===== config.mk =====
export PLATFORM = sky130hd
export DESIGN_NAME = par_chain
export DESIGN_NICKNAME = d
export VERILOG_FILES = /design/src/rtl/par_pkg.sv /design/src/rtl/par_xor_tree.sv /design/src/rtl/par_stage.sv /design/src/rtl/par_chain.sv
export SDC_FILE = /design/constraint.sdc
export NUM_CORES = 1
export LEC_CHECK = 0
export CAP_MARGIN = 0
export CORE_AREA = 2 2 39 41
export DETAILED_ROUTE_END_ITERATION = 8
export DIE_AREA = 0 0 41 43
export PLACE_DENSITY_LB_ADDON = 0.08
export SLEW_MARGIN = 30
export SYNTH_ARGS = -nofsm -noshare
export SYNTH_HDL_FRONTEND = slang
export SYNTH_SLANG_ARGS = --single-unit

===== constraint.sdc =====
create_clock -name vclk -period 2.5
set_clock_uncertainty 0.2 [all_clocks]
set_input_delay 0.5 -clock vclk [all_inputs]
set_output_delay 0.5 -clock vclk [all_outputs]
set_load 0.02 [all_outputs]

===== src/rtl/par_pkg.sv =====
package par_pkg;

    // Steering / result pair carried between slices: {even side, odd side}
    typedef struct packed {
        logic even_h;
        logic odd_h;
    } sense_t;

    // Named steering settings, encoded as {even side, odd side}
    typedef enum logic [1:0] {
        STEER_FORCE_HI = 2'b00,
        STEER_SWAP     = 2'b01,
        STEER_PASS     = 2'b10,
        STEER_FORCE_LO = 2'b11
    } steer_e;

    // Combine the steering pair with the slice's odd-count flag
    function automatic sense_t apply_steer(sense_t ctl, logic odd_cnt);
        sense_t r;
        unique case (steer_e'({ctl.even_h, ctl.odd_h}))
            STEER_PASS:     r = odd_cnt ? 2'b01 : 2'b10;
            STEER_SWAP:     r = odd_cnt ? 2'b10 : 2'b01;
            STEER_FORCE_LO: r = 2'b00;
            default:        r = 2'b11;
        endcase
        return r;
    endfunction

endpackage


===== src/rtl/par_xor_tree.sv =====
module par_xor_tree #(
    parameter int W = 8
) (
    input  logic [W-1:0] bits_i,
    output logic         odd_o
);
    // Pad to a power of two so that every level halves cleanly
    localparam int P = (W <= 1) ? 2 : (1 << $clog2(W));

    always_comb begin
        logic [P-1:0] acc;
        acc = '0;
        acc[W-1:0] = bits_i;
        for (int s = P / 2; s >= 1; s = s / 2) begin
            for (int k = 0; k < s; k++) begin
                acc[k] = acc[k] ^ acc[k + s];
            end
        end
        odd_o = acc[0];
    end
endmodule


===== src/rtl/par_stage.sv =====
module par_stage
    import par_pkg::*;
#(
    parameter int W = 8
) (
    input  logic [W-1:0] bits_i,
    input  sense_t       ctl_i,
    output sense_t       res_o
);
    logic odd_cnt;

    par_xor_tree #(.W(W)) u_tree (
        .bits_i (bits_i),
        .odd_o  (odd_cnt)
    );

    assign res_o = apply_steer(ctl_i, odd_cnt);
endmodule


===== src/rtl/par_chain.sv =====
module par_chain
    import par_pkg::*;
#(
    parameter int STAGE_W = 8,
    parameter int STAGES  = 2,
    localparam int DATA_W = STAGE_W * STAGES
) (
    input  logic [DATA_W-1:0] data_i,
    input  logic              even_in_i,
    input  logic              odd_in_i,
    output logic              sum_even_o,
    output logic              sum_odd_o,
    output logic [STAGES-1:0] tap_even_o,
    output logic [STAGES-1:0] tap_odd_o
);
    // link[k] steers slice k; link[k+1] is its result
    sense_t link [STAGES+1];

    assign link[0] = '{even_h: even_in_i, odd_h: odd_in_i};

    for (genvar k = 0; k < STAGES; k++) begin : g_slice
        par_stage #(.W(STAGE_W)) u_stage (
            .bits_i (data_i[k*STAGE_W +: STAGE_W]),
            .ctl_i  (link[k]),
            .res_o  (link[k+1])
        );
        assign tap_even_o[k] = link[k+1].even_h;
        assign tap_odd_o[k]  = link[k+1].odd_h;
    end

    assign sum_even_o = link[STAGES].even_h;
    assign sum_odd_o  = link[STAGES].odd_h;
endmodule



==> flow_summary.ini, run 1 <==
[global_route]
grt_pass1_wl_um = 821
grt_start_max_net_pins = 5
grt_antenna_before_repair = 0
first_global_vias = 213
grt_usage_pct = 6.43
grt_overflow = 0

[drt]
vias = 217
ant_nets = 0
drtPass1Iterations = 1
wl_um = 539
drt-initial-drc-count = 0
via_per_inst = 3.62
drc = 0
avgRoutedWirePerCell_um = 8.98

[synthesis]
avgSynthCellArea_sq_um = 9.35
synth_area_sq_um = 196
ys_types = 6
synth_xor_area_share_pct = 70.7
yosysWarnings = 0
muxShareOfSynthArea_pct = 21.7
synth_fa_ha_area_share_pct = 0
synth_compound_area_share_pct = 0
ys_seq_area_share_pct = 0
synth_top_family_by_area = XOR/XNOR gates
synthSimpleGateAreaFrac_pct = 0
syn-num-nets = 39
synth_cells = 21

[finish]
syn_to_final_growth_pct = 137
drive_gt1_share_pct = 81.8
ff_latch_area_sq_um = 0
diodes = 0
seq_cell_count = 0
nFillCells = 154
clock_buffers = 0
layout.nets = 64
multi_input_area_sq_um = 264
postLayoutCoreUtil_pct = 33.6

[die]
chipHeight_um = 43
die_w_um = 41
dieArea_sq_um = 1760
ios = 24
start_util_pct = 14.2
rows = 14
core_sq_um = 1380

[critical_path]
slowest_stage = mux2_4
startpoint = data_i[0]
crit_path_end_kind = output pin
path_cells = buf_2, xor2_2, xnor2_2, xnor2_2, xnor2_2, mux2_4, buf_6
crit_path_start_kind = input port
cp_common_cell = xnor2_2
max_stage_delay_ps = 340
worstPathRequired_ps = 1800
cp_data_arrival_time_ps = 1810
critical_path_class = in2out
crit_fanout = 2

[place]
port_buffers = 24
place_congestion = 0.526

[sta]
period_share_pct = 100
maxSlewHeadroom_pct = 83.8
finalSetupViolCount = 4
hold_violations = 0
rsz0062_at_grt = yes
max_freq_ghz = 0.398
tightest_slew_ps = 241
worst_slack_ps = -11.7
post-route-min-period_ps = 2510
maxSlewViolCount = 0

[power]
total_power_uw = 307
cellPowerDensity_nw_per_um2 = 660
leakagePower_nw = 0.231
vdd_drop_max_mv = 0.194

[worst_hold_path]
hp-start = odd_in_i
worstHoldPathType = in2out

[run_status]
violations = negative setup slack
status = complete, but fails checks

[job]
maxCapViolCount = 0
power breakdown:
group | total (mW) | switching [mW] | internal [mW] | leakage [nW]
Combinational | 0.307 | 0.134 | 0.173 | 0.231
Clock | 0 | 0 | 0 | 0
Sequential | 0 | 0 | 0 | 0
Total | 0.307 | 0.134 | 0.173 | 0.231
stage by stage:
| stage | cell area, sq um | setup TNS [ps] | hold slack, ps | cells | worst slack (ps) |
|---|---|---|---|---|---|
| 2_1_floorplan | 196 | -65.1 | 941 | 21 | -32.6 |
| 3_3_place_gp | 449 | -4410 | 1920 | 60 | -788 |
| 3_5_place_dp | 449 | -4480 | 1920 | 60 | -805 |
| 4_1_cts | 470 | 0 | 1610 | 60 | 0.107 |
| 5_1_grt | 465 | -274 | 1590 | 60 | -69.9 |
| 6_report | 465 | -42.8 | 1550 | 60 | -11.7 |
synth_stat cells:
| cell type | n | area, sq um |
|---|---|---|
| xnor2_1 | 12 | 105 |
| buf_4 | 2 | 15.0 |
| mux2_1 | 2 | 22.5 |
| mux2i_1 | 2 | 20.0 |
| xor2_1 | 2 | 17.5 |
| xnor2_2 | 1 | 16.3 |
cells in the final DEF, fill, tap and decap left out, drive strengths merged:
cell type / netlist / routed
xnor2: 13 / 13
xor2: 2 / 2
buf: 2 / 23
clkdlybuf4s50: 0 / 2
mux2i: 2 / 2
mux2: 2 / 2
final cells by class:
cell class	instances	share of cell area, %
multi-input combinational	19	56.7
tap	16	4.30
timing repair buffer	25	39.0
path summary, 6_finish.rpt:
path,end,slack [ps],cells after the start
worst min-delay path,tap_even_o[0],1550,3
worst max-delay path,sum_odd_o,-10,7
worst max-delay path: cells and delay by family:
family                 cells  cell delay, ps
buffers and inverters      2             240
XOR/XNOR                   4             730
multiplexers               1             340
timing repair:
action                     CTS  global route
pin swaps                   15             2
buffers inserted             0             0
setup endpoints to repair    6             6
resized for setup          104             3
hold buffers                 0             0
cell families (layout without fill, tap and decap cells):
logic type | count (synthesis) | after routing
multiplexers | 4 | 4
buffers and inverters | 2 | 25
XOR/XNOR | 15 | 15
metal layers:
metal | wire length, um | vias up | global-route usage, %
met2 | 346 | 8 | 15.0
met5 | 0 | - | 0
met3 | 37 | 0 | 0.524
met1 | 155 | 100 | 4.82
met4 | 0 | 0 | 0
li1 | - | 109 | -
Note: power is estimated with default switching activity, not from simulation.
==> run 2: changes to the inputs <==
==> constraint.sdc (replaced) <==
create_clock -name vclk -period 3.2
set_clock_uncertainty 0.2 [all_clocks]
set_input_delay 0.64 -clock vclk [all_inputs]
set_output_delay 0.64 -clock vclk [all_outputs]
set_load 0.02 [all_outputs]
==> flow_summary.ini, run 2 (same netlist as run 1, synthesis figures left out) <==
[power]
vdd_drop_max_mv = 0.174
total_power_uw = 242
cellPowerDensity_nw_per_um2 = 494
leakagePower_nw = 0.227

[global_route]
grt_antenna_before_repair = 0
grt_usage_pct = 5.41
first_global_vias = 186
grt_start_max_net_pins = 5
grt_overflow = 0
grt_pass1_wl_um = 717

[worst_hold_path]
hold_end = tap_odd_o[0]
hp-start = even_in_i
min_path_cells = 3
worstHoldPathType = in2out

[place]
dpl.hpwl_um = 424
dpl-instance-area_sq_um = 449
place_congestion = 0.515
placed_cells = 60
port_buffers = 24
post-place-ws_ps = -418

[critical_path]
cp_top_family = XOR/XNOR gates
worstPathRequired_ps = 2360
path_cells = clkdlybuf4s50_1, xnor2_1, xnor2_1, xnor2_1, xnor2_2, mux2_4, buf_6
crit_path_start_kind = input port
path_buf_inv = 2
slowest_stage = clkdlybuf4s50_1
critical_path_class = in2out
crit_path_end_kind = output pin
crit_fanout = 2
cp_data_arrival_time_ps = 2290
max_stage_delay_ps = 470
cp_common_cell = xnor2_1

[sta]
tightest_slew_ps = 262
period_share_pct = 97.8
maxSlewViolCount = 0
hold_violations = 0
timing.hold.ws_ps = 1850
post-route-min-period_ps = 3130
rsz0062_at_grt = no
max_freq_ghz = 0.320
worst_slack_ps = 71.3
finalSetupViolCount = 0
maxSlewHeadroom_pct = 82.4
finalSetupTns_ps = 0

[finish]
postLayoutCoreUtil_pct = 35.4
final_common_cell = clkdlybuf4s50_1
drive_gt1_share_pct = 31.8
clock_buffers = 0
diodes = 0
layout.nets = 64
seq_cell_count = 0
post-route-cell-area_sq_um = 489
ff_latch_area_sq_um = 0
nFillCells = 153
multi_input_area_sq_um = 219
syn_to_final_growth_pct = 149
finalNonFillerCells = 60
mostFrequentLayoutCells = clkdlybuf4s50_1, xnor2_1, xnor2_2

[die]
dieArea_sq_um = 1760
core_sq_um = 1380
ios = 24
rows = 14
die_w_um = 41
start_util_pct = 14.2
chipHeight_um = 43

[drt]
via_per_inst = 3.67
avgRoutedWirePerCell_um = 7.95
ant_nets = 0
drc = 0
drtPass1Iterations = 1
vias = 220
wl_um = 477
drt-initial-drc-count = 0

[run_status]
status = finished, final reports clean

[clock_network]
post_cts_buffers = 0

[job]
maxCapViolCount = 0
run 2: cell types whose count changed in the layout (fill, tap and decap cells not counted):
| cell | delta |
|---|---|
| buf_2 | -15 |
| clkbuf_2 | +2 |
| xnor2_2 | -4 |
| dlymetal6s2s_1 | +3 |
| buf_6 | -3 |
| clkdlybuf4s50_1 | +13 |
| xor2_2 | -2 |
| xor2_1 | +2 |
| xnor2_1 | +4 |
run 2: routing by layer:
metal	vias to the layer above	global-route usage (%)	part of all wire (%)
met5	-	0	0
met4	0	0	0
met3	0	0	12
met2	12	10.6	57
met1	97	6.37	30
li1	111	-	-
run 2: how the worst max path moves through the flow:
stage,startpoint,end,cells after the start
3_5_place_dp,data_i[4],sum_odd_o,7
6_report,data_i[8],sum_odd_o,7
3_3_place_gp,data_i[4],sum_odd_o,7
4_1_cts,data_i[11],tap_even_o[1],7
2_1_floorplan,data_i[4],tap_even_o[1],6
5_1_grt,data_i[4],tap_even_o[1],7
run 2: layout make-up:
type	count	area share, %
Multi-Input combinational cell	19	44.8
Tap cell	16	4.09
Timing Repair Buffer	25	51.2
run 2: repair_timing:
item	in CTS	in global routing
pin swaps	1	12
gates resized for setup	13	28
setup endpoints to repair	6	6
hold buffers	0	0
run 2: power breakdown:
| group | switching [mW] | internal (mW) |
|---|---|---|
| combinational | 0.104 | 0.138 |
| clock | 0 | 0 |
| sequential | 0 | 0 |
| total | 0.104 | 0.138 |
==> run 3: changes to the inputs <==
--- a/config.mk
+++ b/config.mk
@@ -10,6 +10,7 @@
 export DETAILED_ROUTE_END_ITERATION = 8
 export DIE_AREA = 0 0 41 43
 export PLACE_DENSITY_LB_ADDON = 0.08
+export RECOVER_POWER = 100
 export SLEW_MARGIN = 30
 export SYNTH_ARGS = -nofsm -noshare
 export SYNTH_HDL_FRONTEND = slang
==> flow_summary.ini, run 3 (same netlist as run 1, synthesis figures left out) <==
[finish]
drive_gt1_share_pct = 27.3
diodes = 0
postLayoutCoreUtil_pct = 35.2
ff_latch_area_sq_um = 0
final_common_cell = clkdlybuf4s50_1
clock_buffers = 0
seq_cell_count = 0
layout.nets = 64
syn_to_final_growth_pct = 148
mostFrequentLayoutCells = clkdlybuf4s50_1, xnor2_1, xnor2_2

[power]
cellPowerDensity_nw_per_um2 = 493
leakagePower_nw = 0.221
vdd_drop_max_mv = 0.172

[sta]
maxSlewHeadroom_pct = 82.5
timing.hold.ws_ps = 1870
max_freq_ghz = 0.320
hold_violations = 0
maxSlewViolCount = 0
post-route-min-period_ps = 3130
worst_slack_ps = 72.5
rsz0062_at_grt = no
finalSetupViolCount = 0
tightest_slew_ps = 261
period_share_pct = 97.7

[drt]
avgRoutedWirePerCell_um = 7.98
drtPass1Iterations = 1
vias = 220
via_per_inst = 3.67
ant_nets = 0
wl_um = 479
drt-initial-drc-count = 0
drc = 0

[worst_hold_path]
min_path_cells = 3
worstHoldPathType = in2out

[die]
start_util_pct = 14.2
chipHeight_um = 43
die_w_um = 41
ios = 24
rows = 14
dieArea_sq_um = 1760
core_sq_um = 1380

[place]
dpl.hpwl_um = 424
post-place-ws_ps = -418
port_buffers = 24
place_congestion = 0.515

[global_route]
grt_pass1_wl_um = 717
grt_overflow = 0
first_global_vias = 186
grt_start_max_net_pins = 5
grt_antenna_before_repair = 0
grt_usage_pct = 5.41

[job]
maxCapViolCount = 0

[critical_path]
crit_path_start_kind = input port
worstPathRequired_ps = 2360
crit_path_end_kind = output pin
cp_data_arrival_time_ps = 2290
crit_fanout = 2
critical_path_class = in2out

[clock_network]
holdBufCountCts = 0

[run_status]
status = finished, final reports clean
## run 3: through the flow
stage          cell area [sq um]  cells  power [mW]  TNS [ps]
2_1_floorplan                196     21       0.131         0
3_3_place_gp                 449     60       0.209     -1950
3_5_place_dp                 449     60       0.211     -2140
4_1_cts                      442     60       0.196      -320
5_1_grt                      487     60       0.252         0
6_report                     487     60       0.240         0
## run 3: power by group
part           internal [mW]  total [mW]  switching, mW
Combinational          0.136       0.240          0.104
Sequential                 0           0              0
Clock                      0           0              0
## run 3: final timing paths
path | start | to | slack [ps]
setup / recovery | data_i[8] | sum_odd_o | 70
hold / removal | even_in_i | tap_odd_o[0] | 1870
## run 3: what timing repair did
item	in CTS	in global routing
pin swaps	1	12
resized for setup	13	28
setup buffers	0	0
endpoints found under the setup margin	6	6
hold endpoints to repair	0	0
## run 3: per-layer routing
metal	vias to the layer above	share of wire, %	global-route usage [%]	wire (um)
met3	0	12	0	58
met1	97	30	6.37	146
met5	-	0	0	0
met4	0	0	0	0
met2	12	57	10.6	274
li1	111	-	-	-
## run 3: cell type report
class / count / area (sq um)
Fill cell: 154 / 897
Timing Repair Buffer: 25 / 248
Multi-Input combinational cell: 19 / 219
Tap cell: 16 / 20.0
## run 3: critical path, cell delays in order
cell and delay [ps]:
clkdlybuf4s50_1 470, xnor2_1 130, xnor2_1 110, xnor2_1 270, xnor2_2 180, mux2_4 340, buf_6 130
